`src/rtl/desc_dma_pkg.sv`:
```
package desc_dma_pkg;
  // control word bit positions, decoded from descriptors built by software
  localparam int OWN_BIT = 31;
  localparam int CH_BIT  = 4;
  localparam int FS_BIT  = 3;
  localparam int LD_BIT  = 2;

  typedef enum logic [1:0] {
    ERR_NONE     = 2'd0,
    ERR_UNAVAIL  = 2'd1,
    ERR_NO_FIRST = 2'd2
  } err_e;

  typedef enum logic {
    SEL_DESC = 1'b0,
    SEL_BUF  = 1'b1
  } addr_sel_e;

  // strobes from the controller into the datapath
  typedef struct packed {
    logic      loadBase;
    logic      latchWord;
    logic      setupSeg;
    logic      startBurst;
    logic      wordDone;
    logic      advance;
    logic      wbSel;
    addr_sel_e addrSel;
  } dp_ctrl_t;
endpackage

```
`src/rtl/desc_dma_dpath.sv`:
```
module desc_dma_dpath
  import desc_dma_pkg::*;
#(
  parameter int ADDR_W      = 32,
  parameter int CNT_W       = 16,
  parameter int TOT_W       = 20,
  parameter int BURST_WORDS = 4,
  parameter int LVL_W       = 8
) (
  input  logic              clk,
  input  logic              rstN,
  input  dp_ctrl_t          ctl,
  input  logic [ADDR_W-1:0] baseAddr,
  input  logic [TOT_W-1:0]  totalBytes,
  input  logic              dirToMem,
  input  logic              fixedBurst,
  input  logic [31:0]       memRdata,
  input  logic [31:0]       fifoData,
  input  logic [LVL_W-1:0]  fifoRoom,
  input  logic [LVL_W-1:0]  fifoFill,
  output logic [ADDR_W-1:0] memAddr,
  output logic [31:0]       memWdata,
  output logic              flagOwn,
  output logic              flagFs,
  output logic              flagLd,
  output logic              fetchLast,
  output logic              segEmptyNext,
  output logic              lastWord,
  output logic              burstIdle,
  output logic              gateOk
);
  localparam int BL_W = $clog2(BURST_WORDS + 1);
  localparam int NWORDS = 4;

  logic [ADDR_W-1:0] descAddr;
  logic [ADDR_W-1:0] bufAddr;
  logic [1:0]        fetchIdx;
  logic [31:0]       descWord [NWORDS];
  logic [TOT_W-1:0]  remBytes;
  logic [TOT_W-1:0]  wordsLeft;
  logic [BL_W-1:0]   burstLeft;

  logic [TOT_W-1:0]  cntExt;
  logic [TOT_W-1:0]  segBytes;
  logic [TOT_W:0]    roundUp;
  logic [TOT_W-1:0]  segWords;
  logic [TOT_W-1:0]  needCnt;
  logic [LVL_W-1:0]  level;
  logic              flagCh;

  always_comb begin
    cntExt   = TOT_W'(descWord[1][CNT_W-1:0]);
    segBytes = (cntExt > remBytes) ? remBytes : cntExt;
    roundUp  = {1'b0, segBytes} + (TOT_W+1)'(3);
    segWords = TOT_W'(roundUp >> 2);
    if (fixedBurst)
      needCnt = (wordsLeft < TOT_W'(BURST_WORDS)) ? wordsLeft : TOT_W'(BURST_WORDS);
    else
      needCnt = TOT_W'(1);
    level  = dirToMem ? fifoFill : fifoRoom;
    gateOk = (wordsLeft != '0) && (TOT_W'(level) >= needCnt);
  end

  always_ff @(posedge clk or negedge rstN) begin
    if (!rstN) begin
      descAddr  <= '0;
      bufAddr   <= '0;
      fetchIdx  <= '0;
      remBytes  <= '0;
      wordsLeft <= '0;
      burstLeft <= '0;
      for (int i = 0; i < NWORDS; i++) descWord[i] <= '0;
    end else begin
      if (ctl.loadBase) begin
        descAddr <= baseAddr;
        remBytes <= totalBytes;
        fetchIdx <= '0;
      end
      if (ctl.latchWord) begin
        descWord[fetchIdx] <= memRdata;
        fetchIdx           <= fetchIdx + 2'd1;
      end
      if (ctl.setupSeg) begin
        wordsLeft <= segWords;
        remBytes  <= remBytes - segBytes;
        bufAddr   <= descWord[2][ADDR_W-1:0];
        burstLeft <= '0;
      end
      if (ctl.startBurst) burstLeft <= BL_W'(needCnt);
      if (ctl.wordDone) begin
        bufAddr   <= bufAddr + ADDR_W'(4);
        wordsLeft <= wordsLeft - TOT_W'(1);
        burstLeft <= burstLeft - BL_W'(1);
      end
      if (ctl.advance) begin
        descAddr <= flagCh ? descWord[3][ADDR_W-1:0] : descAddr + ADDR_W'(16);
        fetchIdx <= '0;
      end
    end
  end

  // fetchIdx wraps to zero after the fourth word, so writeback lands on word 0
  assign memAddr  = (ctl.addrSel == SEL_DESC) ? descAddr + ADDR_W'({fetchIdx, 2'b00}) : bufAddr;
  assign memWdata = ctl.wbSel ? (descWord[0] & ~(32'd1 << OWN_BIT)) : fifoData;

  assign flagOwn      = descWord[0][OWN_BIT];
  assign flagCh       = descWord[0][CH_BIT];
  assign flagFs       = descWord[0][FS_BIT];
  assign flagLd       = descWord[0][LD_BIT];
  assign fetchLast    = (fetchIdx == 2'd3);
  assign segEmptyNext = (segBytes == '0);
  assign lastWord     = (wordsLeft == TOT_W'(1));
  assign burstIdle    = (burstLeft == '0);

  // a word is never moved past the segment length
  a_r11_words_no_underflow: assert property (@(posedge clk) disable iff (!rstN)
    ctl.wordDone |-> (wordsLeft != '0));
  // the remaining total only shrinks
  a_r11_rem_shrinks: assert property (@(posedge clk) disable iff (!rstN)
    ctl.setupSeg |=> (remBytes <= $past(remBytes)));
  // a burst never runs beyond the words left
  a_r12_burst_within_seg: assert property (@(posedge clk) disable iff (!rstN)
    ctl.wordDone |-> (TOT_W'(burstLeft) <= wordsLeft));
endmodule

```
`src/rtl/desc_dma_ctrl.sv`:
```
module desc_dma_ctrl
  import desc_dma_pkg::*;
(
  input  logic     clk,
  input  logic     rstN,
  input  logic     start,
  input  logic     dmaEn,
  input  logic     intDmaEn,
  input  logic     dirToMem,
  input  logic     memAck,
  input  logic     flagOwn,
  input  logic     flagFs,
  input  logic     flagLd,
  input  logic     fetchLast,
  input  logic     segEmptyNext,
  input  logic     lastWord,
  input  logic     burstIdle,
  input  logic     gateOk,
  output dp_ctrl_t ctl,
  output logic     memReq,
  output logic     memWe,
  output logic     pushStb,
  output logic     popStb,
  output logic     done,
  output err_e     errCode
);
  typedef enum logic [2:0] {
    ST_IDLE, ST_FETCH, ST_CHECK, ST_XFER, ST_WB
  } state_e;

  state_e state, stateNext;
  logic   firstSeg;
  logic   doneSet;
  err_e   errSet;
  logic   errLoad;

  always_comb begin
    stateNext = state;
    ctl       = '0;
    memReq    = 1'b0;
    memWe     = 1'b0;
    pushStb   = 1'b0;
    popStb    = 1'b0;
    doneSet   = 1'b0;
    errSet    = ERR_NONE;
    errLoad   = 1'b0;
    case (state)
      ST_IDLE: begin
        if (start && dmaEn && intDmaEn) begin
          ctl.loadBase = 1'b1;
          errLoad      = 1'b1;
          stateNext    = ST_FETCH;
        end
      end
      ST_FETCH: begin
        memReq      = 1'b1;
        ctl.addrSel = SEL_DESC;
        if (memAck) begin
          ctl.latchWord = 1'b1;
          if (fetchLast) stateNext = ST_CHECK;
        end
      end
      ST_CHECK: begin
        if (!flagOwn) begin
          errSet    = ERR_UNAVAIL;
          errLoad   = 1'b1;
          stateNext = ST_IDLE;
        end else if (firstSeg && !flagFs) begin
          errSet    = ERR_NO_FIRST;
          errLoad   = 1'b1;
          stateNext = ST_IDLE;
        end else begin
          ctl.setupSeg = 1'b1;
          stateNext    = segEmptyNext ? ST_WB : ST_XFER;
        end
      end
      ST_XFER: begin
        ctl.addrSel = SEL_BUF;
        if (burstIdle) begin
          if (gateOk) ctl.startBurst = 1'b1;
        end else begin
          memReq = 1'b1;
          memWe  = dirToMem;
          if (memAck) begin
            ctl.wordDone = 1'b1;
            pushStb      = !dirToMem;
            popStb       = dirToMem;
            if (lastWord) stateNext = ST_WB;
          end
        end
      end
      ST_WB: begin
        memReq      = 1'b1;
        memWe       = 1'b1;
        ctl.addrSel = SEL_DESC;
        ctl.wbSel   = 1'b1;
        if (memAck) begin
          if (flagLd) begin
            doneSet   = 1'b1;
            stateNext = ST_IDLE;
          end else begin
            ctl.advance = 1'b1;
            stateNext   = ST_FETCH;
          end
        end
      end
      default: stateNext = ST_IDLE;
    endcase
  end

  always_ff @(posedge clk or negedge rstN) begin
    if (!rstN) begin
      state    <= ST_IDLE;
      firstSeg <= 1'b0;
      done     <= 1'b0;
      errCode  <= ERR_NONE;
    end else begin
      state <= stateNext;
      done  <= doneSet;
      if (errLoad) errCode <= errSet;
      if (ctl.loadBase) firstSeg <= 1'b1;
      else if (ctl.advance) firstSeg <= 1'b0;
    end
  end

  // a pending request holds until acknowledged
  a_r13_req_hold: assert property (@(posedge clk) disable iff (!rstN)
    (memReq && !memAck) |=> memReq);
  // nothing is requested once the chain has ended
  a_r9_quiet_after_done: assert property (@(posedge clk) disable iff (!rstN)
    done |-> (!memReq && errCode == ERR_NONE));
  // an error stops memory traffic
  a_r4_error_stops: assert property (@(posedge clk) disable iff (!rstN)
    $rose(errCode != ERR_NONE) |-> !memReq);
  // FIFO strobes are exclusive
  a_r10_one_fifo_strobe: assert property (@(posedge clk) disable iff (!rstN)
    !(pushStb && popStb));
endmodule

```
`src/rtl/desc_chain_dma.sv`:
```
module desc_chain_dma
  import desc_dma_pkg::*;
#(
  parameter int ADDR_W      = 32,
  parameter int CNT_W       = 16,
  parameter int TOT_W       = 20,
  parameter int BURST_WORDS = 4,
  parameter int LVL_W       = 8
) (
  input  logic              clk,
  input  logic              rstN,
  input  logic              start,
  input  logic [ADDR_W-1:0] baseAddr,
  input  logic [TOT_W-1:0]  totalBytes,
  input  logic              dmaEn,
  input  logic              intDmaEn,
  input  logic              fixedBurst,
  input  logic              dirToMem,
  output logic              memReq,
  output logic              memWe,
  output logic [ADDR_W-1:0] memAddr,
  output logic [31:0]       memWdata,
  input  logic [31:0]       memRdata,
  input  logic              memAck,
  output logic              fifoPush,
  output logic [31:0]       fifoPushData,
  input  logic [LVL_W-1:0]  fifoRoom,
  output logic              fifoPop,
  input  logic [31:0]       fifoPopData,
  input  logic [LVL_W-1:0]  fifoFill,
  output logic              done,
  output logic [1:0]        errCode
);
  dp_ctrl_t ctl;
  err_e     errState;
  logic     flagOwn, flagFs, flagLd, fetchLast, segEmptyNext;
  logic     lastWord, burstIdle, gateOk;

  desc_dma_ctrl u_ctrl (
    .clk(clk), .rstN(rstN), .start(start), .dmaEn(dmaEn), .intDmaEn(intDmaEn),
    .dirToMem(dirToMem), .memAck(memAck), .flagOwn(flagOwn), .flagFs(flagFs),
    .flagLd(flagLd), .fetchLast(fetchLast), .segEmptyNext(segEmptyNext),
    .lastWord(lastWord), .burstIdle(burstIdle), .gateOk(gateOk), .ctl(ctl),
    .memReq(memReq), .memWe(memWe), .pushStb(fifoPush), .popStb(fifoPop),
    .done(done), .errCode(errState)
  );

  desc_dma_dpath #(
    .ADDR_W(ADDR_W), .CNT_W(CNT_W), .TOT_W(TOT_W),
    .BURST_WORDS(BURST_WORDS), .LVL_W(LVL_W)
  ) u_dpath (
    .clk(clk), .rstN(rstN), .ctl(ctl), .baseAddr(baseAddr), .totalBytes(totalBytes),
    .dirToMem(dirToMem), .fixedBurst(fixedBurst), .memRdata(memRdata),
    .fifoData(fifoPopData), .fifoRoom(fifoRoom), .fifoFill(fifoFill),
    .memAddr(memAddr), .memWdata(memWdata), .flagOwn(flagOwn), .flagFs(flagFs),
    .flagLd(flagLd), .fetchLast(fetchLast), .segEmptyNext(segEmptyNext),
    .lastWord(lastWord), .burstIdle(burstIdle), .gateOk(gateOk)
  );

  assign fifoPushData = memRdata;
  assign errCode      = errState;

  // flow control at the FIFO edge
  a_r12_push_room: assert property (@(posedge clk) disable iff (!rstN)
    fifoPush |-> (fifoRoom != '0));
  a_r12_pop_fill: assert property (@(posedge clk) disable iff (!rstN)
    fifoPop |-> (fifoFill != '0));
  // the address of a pending request does not move
  a_r13_addr_stable: assert property (@(posedge clk) disable iff (!rstN)
    (memReq && !memAck) |=> $stable(memAddr));
  // a FIFO word is only consumed by a completed memory write
  a_r6_pop_with_write: assert property (@(posedge clk) disable iff (!rstN)
    fifoPop |-> (memAck && memWe));
endmodule

```
`config.mk`:
```
export PLATFORM = sky130hd
export DESIGN_NAME = desc_chain_dma
export DESIGN_NICKNAME = d
export VERILOG_FILES = /design/src/rtl/desc_dma_pkg.sv /design/src/rtl/desc_dma_dpath.sv /design/src/rtl/desc_dma_ctrl.sv /design/src/rtl/desc_chain_dma.sv
export SDC_FILE = /design/constraint.sdc
export NUM_CORES = 1
export LEC_CHECK = 0
export ABC_AREA = 1
export BUFFER_PORTS_ARGS = -buffer_cell sky130_fd_sc_hd__buf_4
export CAP_MARGIN = 20
export CELL_PAD_IN_SITES_DETAIL_PLACEMENT = 2
export CELL_PAD_IN_SITES_GLOBAL_PLACEMENT = 2
export CORE_MARGIN = 5
export CORE_UTILIZATION = 35
export CTS_CLUSTER_DIAMETER = 40
export DETAILED_ROUTE_END_ITERATION = 8
export PLACE_DENSITY = 0.87
export SLEW_MARGIN = 25
export SYNTH_ARGS = -nofsm -noshare
export SYNTH_HDL_FRONTEND = slang
export SYNTH_SLANG_ARGS = --single-unit
```
`constraint.sdc`:
```
create_clock -name clk -period 9.9 [get_ports clk]
set_input_delay 0.99 -clock clk [delete_from_list [all_inputs] [get_ports clk]]
set_output_delay 0.99 -clock clk [all_outputs]
set_load 0.01 [all_outputs]
```
==> results.cfg, run 1 <==
[floorplan]
design.core.area_sq_mm = 0.0420
dieArea_sq_mm = 0.0469
rows = 75
die_y_microns = 217
ios = 243
die_w_microns = 217
initial_utilization_pct = 35.5

[routing]
drc = 0
wl_microns = 75100
via_per_inst = 5.71
drtIter0Drc = 1155
dr.pass1.iters = 5
wire_per_inst_microns = 26.0
ant_nets = 0
vias = 16477

[synth]
yosysMostFrequentCell = nand2_1
synth_ff_type = dfrtp_1
synth_top_area_cell = dfrtp_1
synthArstFlopShare_pct = 100
ys_ff_latch = 228
syn_area_sq_mm = 0.0149
synth-warning-count = 0
synthCells = 2115
synth_area_leaders = dfrtp_1, nand2_1, o21ai_0, inv_1, nor2_1
synth_top_area_share_pct = 38.2
yosys-top-cells-count = nand2_1, inv_1, o21ai_0
syn_area_per_cell_sq_um = 7.06
synth_edf_count = 0
synth.distinct_cells = 56
seq_area_frac_synth_pct = 38.2

[critical_path]
crit_top_cell = inv_1
worstSetupStartpointType = register
critical_path_depth = 13
crit_type = register to output port
crit_path_top_delay_cell = nor3_1
r2r_end = u_dpath.remBytes[15]
cp_max_fo = 5
path_cells = ha_1, inv_1, nor3_1, inv_1, nor2_1, inv_1, nor2_1, inv_1, nor2_1, nand2_1, xor2_1, o21ai_0, buf_4
r2r_setup_slack_ns = 5.29
path_buf_inv = 5
cp-end-kind = output port
arrival_ns = 4.00
crit_required_ns = 8.91
worstReg2RegStart = u_dpath.remBytes[10]
critical_path.top_delay_family = simple AND/OR/NAND/NOR gates
setup.worst_path.start = u_dpath.descAddr[4]
ff2ff_path_depth = 23
cp_slowest_stage_delay_ns = 0.57

[outcome]
status = complete, no violations

[run]
drv_cap = 0

[power_and_ir_drop]
finalPower_uw = 6840
worst_ir_drop_vdd_mv = 0.141
p_leak_uw = 0.00911
cellPowerDensity_mw_per_mm2 = 368

[global_routing]
grt_max_degree = 140
antenna_found_initial = 3
grt_use_total_pct = 31.2
grt_pass1_vias = 18551
grt_pass1_wl_microns = 114000
grt_remaining_overflow = 0

[clocking]
cts_tree = built
cts_buffers = 46
clock-sinks = 228
ctsHoldBuffers = 0
post_cts_resized = 0
clk_path_buf_depth = 3
cts_max_level = 2
clkSlewWorstSetupHoldPaths_ns = 0.06
cts_root_buffer = clkbuf_16
cts_setup_buffers = 0
clkLatencyLatePin_ns = 0.58

[layout]
final-instance-count-excl-fill = 2887
nets = 2502
drive_above_1_share_pct = 17.1
final_area_sq_mm = 0.0186
layout-area-overhead-vs-synth_pct = 24.6

[placement]
gp_congestion = 0.912
place_worst_setup_slack_ns = 5.57
hpwl_microns = 50200
place_area_sq_mm = 0.0170
place_inst = 2801
port_buffers = 242

[sta]
setup_viol = 0
slew_viol_final = 0
rsz0062_at_grt = false
hold_violations = 0
fin_tns_setup_ns = 0
max_slew_margin_pct = 29.2
min_period_over_period_pct = 50.5
layout_setup_ws_ns = 4.91
period_minus_slack_ns = 4.99
max_freq_ghz = 0.200
worstMarginPinSlew_ns = 1.06
clock_skew_ns = 0.0350

[worst_hold_path]
hold_path_class = input port to asynchronous set/reset pin
## area by class of cell
type	instances	area, sq um
inverter	243	912
multi-input combinational	1534	7760
fill	4861	23400
antenna	3	7.51
clock inverter	25	289
sequential	228	5710
tap	539	674
timing repair buffer	257	1950
clock buffer	58	1310
## cell usage in the layout (no fill, tap or decap), types with 4 or more instances in the layout
cell	n
nand4_1	23
a21oi_1	93
inv_6	4
o21ai_2	9
xnor2_1	12
o221ai_1	14
inv_2	10
clkbuf_16	47
clkbuf_8	9
nor2_2	8
nor2_1	178
clkinv_2	8
bufinv_16	5
o22ai_1	9
a31oi_1	13
buf_4	255
o21ai_0	232
nand2_2	8
dfrtp_1	228
o211ai_1	36
conb_1	5
nand2_1	620
nand3_2	7
o31ai_1	4
inv_1	230
nand3_1	80
xor2_1	39
o21ai_1	8
nor4_1	9
clkinvlp_4	5
ha_1	50
nor3_2	5
a22oi_1	5
a211oi_1	5
nor3_1	30
## cell families after synthesis
| group | Yosys count | synth area share, % |
|---|---|---|
| xor gates and xnor gates | 51 | 2.99 |
| adders and majority gates | 52 | 4.46 |
| AOI/OAI and AO/OA | 442 | 16.7 |
| and+or+nand+nor | 983 | 27.4 |
| other | 1 | 0.0251 |
| DFF | 228 | 38.2 |
| buffers and inverters | 357 | 10.1 |
| muxes | 1 | 0.0670 |
## power breakdown
part | internal (uW) | switching [uW]
registers | 1340 | 493
logic | 1050 | 2300
clock network | 1060 | 587
## metrics by stage
stage,hold WS (ns),utilization (%)
after floorplan,0.442,-
after global placement,0.454,40.4
after detailed placement,0.478,40.4
after CTS,0.471,44.2
after global routing,0.515,44.2
final,0.468,44.3
## how the worst max path moves through the flow
stage,slack (ns),endpoint
global route,4.62,memAddr[22]
finish,4.91,memAddr[22]
floorplan,6.63,u_dpath.remBytes[19]
CTS,4.91,memAddr[22]
detailed placement,5.57,memAddr[22]
global placement,5.67,memAddr[22]
## per-layer routing
layer / share of wire [%] / track usage (%) / vias to the layer above
li1: - / - / 7272
met3: 6.5 / 7.01 / 121
met2: 48 / 52.7 / 573
met4: 2.5 / 8.78 / 4
met5: 0.037 / 0 / -
met1: 43 / 40.2 / 8507
## state kept, by name (all words and copies together) (netlist names), 2 cells and up
signal / count
u_dpath.fetchIdx: 2
u_dpath.bufAddr: 32
u_dpath.cntExt: 16
u_ctrl.errCode: 2
u_dpath.remBytes: 20
u_dpath.burstLeft: 3
u_dpath.descWord: 93
u_dpath.descAddr: 32
u_dpath.wordsLeft: 20
u_ctrl.state: 3
Note: power is estimated with default switching activity, not from simulation.
==> run 2: changes to the inputs <==
- CORE_UTILIZATION: 35 -> 29
- PLACE_DENSITY: 0.87 -> 0.77
- clock period: 9.9 -> 4.2 ns (I/O delays scaled with it)
==> results.cfg, run 2 (synthesis gave the netlist of run 1 again) <==
[outcome]
status = complete, no violations

[sta]
period_minus_slack_ns = 4.02
layout_setup_ws_ns = 0.181
min_period_over_period_pct = 95.7
max_slew_margin_pct = 33.2
slew_viol_final = 0
worstMarginPinSlew_ns = 1.00
max_freq_ghz = 0.249
clock_skew_ns = 0.0293
hold_violations = 0
setup_viol = 0

[power_and_ir_drop]
p_leak_uw = 0.00939
pwr-share-seq_pct = 26.1
pwr-share-comb_pct = 46.7
power.share.switching_pct = 45.8
finalPower_uw = 16200
worst_ir_drop_vdd_mv = 0.362
cellPowerDensity_mw_per_mm2 = 837
p_switching_uw = 7410
clock_power_share_pct = 27.3
p_int_uw = 8770

[clocking]
clkSlewWorstSetupHoldPaths_ns = 0.05
cts_root_buffer = clkbuf_16
cts_buffers = 51
clk_path_buf_depth = 3
cts_max_level = 2
cts_tree = built
clock-sinks = 228
clkLatencyLatePin_ns = 0.60

[routing]
via_per_inst = 5.12
ant_nets = 0
drc = 0
wl_microns = 67700
vias = 15708
wire_per_inst_microns = 22.1
dr.pass1.iters = 5
drtIter0Drc = 881

[critical_path]
r2r_setup_slack_ns = 0.30
cp_max_fo = 5
worstSetupStartpointType = register
arrival_ns = 3.60
r2r_end = u_dpath.remBytes[15]
crit_required_ns = 3.78
ff2ff_path_depth = 22
cp-end-kind = output port
crit_type = register to output port
worstReg2RegStart = u_dpath.remBytes[7]

[floorplan]
ios = 243
initial_utilization_pct = 29.2
rows = 83
die_w_microns = 237
die_y_microns = 237
design.core.area_sq_mm = 0.0512
dieArea_sq_mm = 0.0561

[layout]
nets = 2536
final_cell_mix = nand2_1, buf_4, o21ai_0, inv_1, dfrtp_1
final_common_cell = nand2_1
regMostFlops = u_dpath.descWord
largest_register_ffs = 93
fin_util_pct = 37.8
final-instance-count-excl-fill = 3068
final_area_sq_mm = 0.0193
reg_top3 = u_dpath.descWord (93), u_dpath.bufAddr (32), u_dpath.descAddr (32)
fillers = 5995
drive_above_1_share_pct = 18.3
layout-area-overhead-vs-synth_pct = 29.4

[global_routing]
grt_pass1_wl_microns = 103000
antenna_found_initial = 1
grt_pass1_vias = 17377
grt_max_degree = 108
grt_use_total_pct = 23.3
grt_remaining_overflow = 0

[placement]
hpwl_microns = 50600
port_buffers = 242
place_worst_setup_slack_ns = 0.146
place_area_sq_mm = 0.0174
gp_congestion = 0.908
place_inst = 2965

[worst_hold_path]
min_path_cells = 2
hold_path_class = input port to register
worstHoldStart = memAck
hold_end = u_ctrl.state[2]

[run]
drv_cap = 0
[run 2: routing by layer]
layer | track usage, % | part of all wire [%]
met1 | 32.2 | 47
met2 | 37.1 | 45
met3 | 5.35 | 6.1
met4 | 5.37 | 2.0
met5 | 0 | 0
[run 2: power by group through the flow]
stage          combinational (uW)  clock [uW]  sequential (uW)
2_1_floorplan                4710           0             3780
3_3_place_gp                 7000           0             4110
3_5_place_dp                 7330           0             4190
4_1_cts                      7480        4490             4190
5_1_grt                      8400        4610             4330
6_report                     7550        4410             4220
[run 2: worst max-delay path by stage]
stage | startpoint | end | slack [ns] | cells past startpoint
after floorplan | u_dpath.remBytes[10] | u_dpath.remBytes[19] | 0.93 | 22
after global placement | u_dpath.remBytes[13] | u_dpath.remBytes[15] | 0.23 | 23
after detailed placement | u_dpath.remBytes[10] | u_dpath.remBytes[15] | 0.15 | 22
after CTS | u_dpath.remBytes[11] | u_dpath.remBytes[15] | 0.09 | 22
after global routing | u_dpath.remBytes[15] | u_dpath.remBytes[16] | -0.002 | 25
final | u_dpath.descAddr[18] | memAddr[30] | 0.18 | 10
[run 2: worst max-delay path, cell delays in order, from the launching register on]
cell	delay, ns
dfrtp_1	0.44
nand2_1	0.17
nor3_1	0.50
inv_1	0.08
nor3_1	0.49
inv_1	0.14
nor3_1	0.52
nand2_1	0.13
xor2_1	0.18
o21ai_0	0.19
buf_4	0.16
[run 2: cell type report]
type | instances | area, sq um | area share (%)
sequential | 228 | 5710 | 29.5
clock inverter | 25 | 384 | 1.99
timing repair buffer | 285 | 2170 | 11.3
antenna | 3 | 7.51 | 0.0388
tap | 680 | 851 | 4.40
multi-input combinational | 1535 | 7800 | 40.3
clock buffer | 69 | 1500 | 7.74
inverter | 243 | 912 | 4.72
[run 2: what timing repair did]
action                                  4_1_cts  5_1_grt
hold endpoints to repair                    101        0
hold buffers                                  1        0
buffers inserted                              0        4
endpoints found under the setup margin        0       13
gates resized for setup                       0        5
[run 2: stage by stage]
step	hold slack (ns)	setup TNS [ns]
2_1_floorplan	0.124	0
3_3_place_gp	0.454	0
3_5_place_dp	0.476	0
4_1_cts	0.0780	0
5_1_grt	0.0903	-0.00165
6_report	0.106	0
==> run 3: changes to the inputs <==
- ABC_AREA: 1 -> default
- CORE_UTILIZATION: 29 -> 32
- SLEW_MARGIN: 25 -> 15
==> results.cfg, run 3 <==
[synth]
syn_area_per_cell_sq_um = 9.36
synth.distinct_cells = 76
syn_area_sq_mm = 0.0144
yosys-top-cells-count = dfrtp_1, nand2_1, mux2_2
ys_ff_latch = 228
synth_edf_count = 0
synth_top_area_cell = dfrtp_1
synthCells = 1533
synthArstFlopShare_pct = 100
synth-warning-count = 0
seq_area_frac_synth_pct = 39.7
synth_ff_type = dfrtp_1
synth_top_area_share_pct = 39.7
synth_area_leaders = dfrtp_1, mux2_2, nand2_1, ha_1, o21ai_0
yosysMostFrequentCell = dfrtp_1

[routing]
via_per_inst = 5.53
dr.pass1.iters = 5
drc = 0
vias = 13681
ant_nets = 0
wire_per_inst_microns = 25.7
wl_microns = 63500
drtIter0Drc = 735

[floorplan]
rows = 77
design.core.area_sq_mm = 0.0443
die_w_microns = 222
dieArea_sq_mm = 0.0492
ios = 243
die_y_microns = 222
initial_utilization_pct = 32.4

[critical_path]
critical_path.top_delay_family = compound AO/OA/AOI/OAI gates
path_cells = or4_4, buf_4, buf_4, nor2_2, a22o_1, o31a_4, nand2_2, o21ai_2, ha_2, inv_2, fa_2, a21o_1, a21oi_2, a211oi_2, a211o_1, a211oi_4, buf_6, o22ai_4, o211a_1, o21ai_2, a21oi_1, a221o_1
crit_path_top_delay_cell = or4_4
worstSetupStartpointType = register
crit_type = register to register
arrival_ns = 5.23
r2r_setup_slack_ns = -0.61
cp-end-kind = register
cp_slowest_stage_delay_ns = 0.58
crit_required_ns = 4.63
cp_max_fo = 4
path_buf_inv = 4

[outcome]
status = finished with violations
violations = negative setup slack

[layout]
fillers = 4748
multiInputGateArea_sq_mm = 0.00831
final_cell_mix = buf_4, dfrtp_1, nand2_1, mux2_2, o21ai_0
largest_register_ffs = 93
drive_above_1_share_pct = 37.3
reg_top3 = u_dpath.descWord (93), u_dpath.bufAddr (32), u_dpath.descAddr (32)
seqCellArea_sq_mm = 0.00571
final_common_cell = buf_4
layout-area-overhead-vs-synth_pct = 35.6
final-instance-count-excl-fill = 2473
nets = 2037
regMostFlops = u_dpath.descWord

[worst_hold_path]
hold_path_class = input port to register

[clocking]
clock-sinks = 228
cts_tree = built
clkSlewWorstSetupHoldPaths_ns = 0.05
cts_root_buffer = clkbuf_16
cts_max_level = 2
clkLatencyLatePin_ns = 0.57
clk_path_buf_depth = 3
cts_buffers = 45

[sta]
max_slew_margin_pct = 28.5
setup_viol = 13
min_period_over_period_pct = 115
fin_tns_setup_ns = -5.37
layout_setup_ws_ns = -0.609
worstMarginPinSlew_ns = 1.07
max_freq_ghz = 0.208
period_minus_slack_ns = 4.81
hold_violations = 0
slew_viol_final = 0
clock_skew_ns = 0.0217
rsz0062_at_grt = true

[global_routing]
grt_use_met3_pct = 3.83
antenna_found_initial = 1
gr-usage-met1_pct = 30.0
grt_use_total_pct = 24.2
grt_remaining_overflow = 0
grt_pass1_vias = 15425
grt_max_degree = 116
use_met2_pct = 42.6
grt_pass1_wl_microns = 94400
grt_busiest_layer = met2

[run]
drv_cap = 0

[power_and_ir_drop]
worst_ir_drop_vdd_mv = 0.354
p_leak_uw = 0.00850
cellPowerDensity_mw_per_mm2 = 832

[placement]
port_buffers = 242
gp_congestion = 0.876
place_inst = 2368
hpwl_microns = 42300
[run 3: cell count changes after synthesis, sizes merged, moves of 15 or more]
| cell | delta |
|---|---|
| nand3 | -47 |
| nor3 | -15 |
| mux2i | +45 |
| inv | -202 |
| o21ai | -136 |
| xnor2 | +26 |
| mux2 | +153 |
| nand2 | -435 |
| and3 | +22 |
| nor2 | -84 |
| o211ai | -21 |
[run 3: metal layers]
layer / up-vias / wire length, microns
met5: - / 0
met4: 0 / 2300
met3: 129 / 2500
met2: 353 / 32100
met1: 7114 / 26700
li1: 6085 / -
[run 3: timing repair]
item	4_1_cts	5_1_grt
hold buffers	1	0
gates resized for setup	35	41
hold endpoints to repair	50	0
gates cloned	0	0
pin swaps	27	22
buffers inserted	11	11
setup endpoints to repair	13	19
[run 3: layout make-up]
cell class,instances,area share (%)
Antenna cell,1,0.0129
Tap cell,592,3.81
Multi-Input combinational cell,1148,42.7
Clock buffer,54,6.27
Timing Repair Buffer,384,15.1
Clock inverter,28,2.06
Sequential cell,228,29.3
Inverter,38,0.746
[run 3: worst register-to-register path: cells and delay by family, from the launching register on]
| kind | cells | cell delay, ns |
|---|---|---|
| AO/OA/AOI/OAI | 13 | 2.44 |
| AND/OR/NAND/NOR | 3 | 0.80 |
| buffers and inverters | 4 | 0.53 |
| adder cells (fa/ha/maj) | 2 | 0.52 |
| flip-flops | 1 | 0.38 |
[run 3: cells by family after synthesis]
group | count (synthesis) | share of synthesized area (%)
compound gates | 326 | 14.5
xor+xnor | 78 | 4.76
fa+ha+maj | 52 | 4.64
buf+inv | 161 | 5.12
flops | 228 | 39.7
mux | 199 | 15.2
other cells | 1 | 0.0261
simple gates | 488 | 16.0
[run 3: metrics by stage]
stage               total power (uW)  setup slack (ns)  utilization, %  hold WS, ns  instance area (sq um)
global placement               10500            -0.206            39.1        0.370                  17300
global route                   17000            -0.678            43.9        0.117                  19500
detailed placement             11000            -0.492            39.1        0.375                  17300
floorplan                       7910            -0.533               -        0.124                  14500
finish                         16200            -0.609            43.9        0.124                  19500
CTS                            15500            -0.357            43.3       0.0955                  19200
[run 3: report_power, final]
part | internal (uW) | total [uW] | switching (uW)
combinational | 3690 | 7960 | 4270
sequential | 3210 | 4300 | 1090
clock | 2620 | 3930 | 1300
[run 3: final timing paths]
| check | startpoint | endpoint | cells after the start |
|---|---|---|---|
| min | memRdata[25] | u_dpath.descWord[57] | 2 |
| max reg2reg | u_dpath.remBytes[18] | u_dpath.remBytes[16] | 22 |
| max in group asynchronous | rstN | u_dpath.remBytes[13] | 3 |
| min in group asynchronous | rstN | u_dpath.descWord[6] | 2 |
| max | u_dpath.remBytes[18] | u_dpath.remBytes[16] | 22 |
| min reg2reg | u_dpath.descWord[32] | u_dpath.bufAddr[0] | 2 |
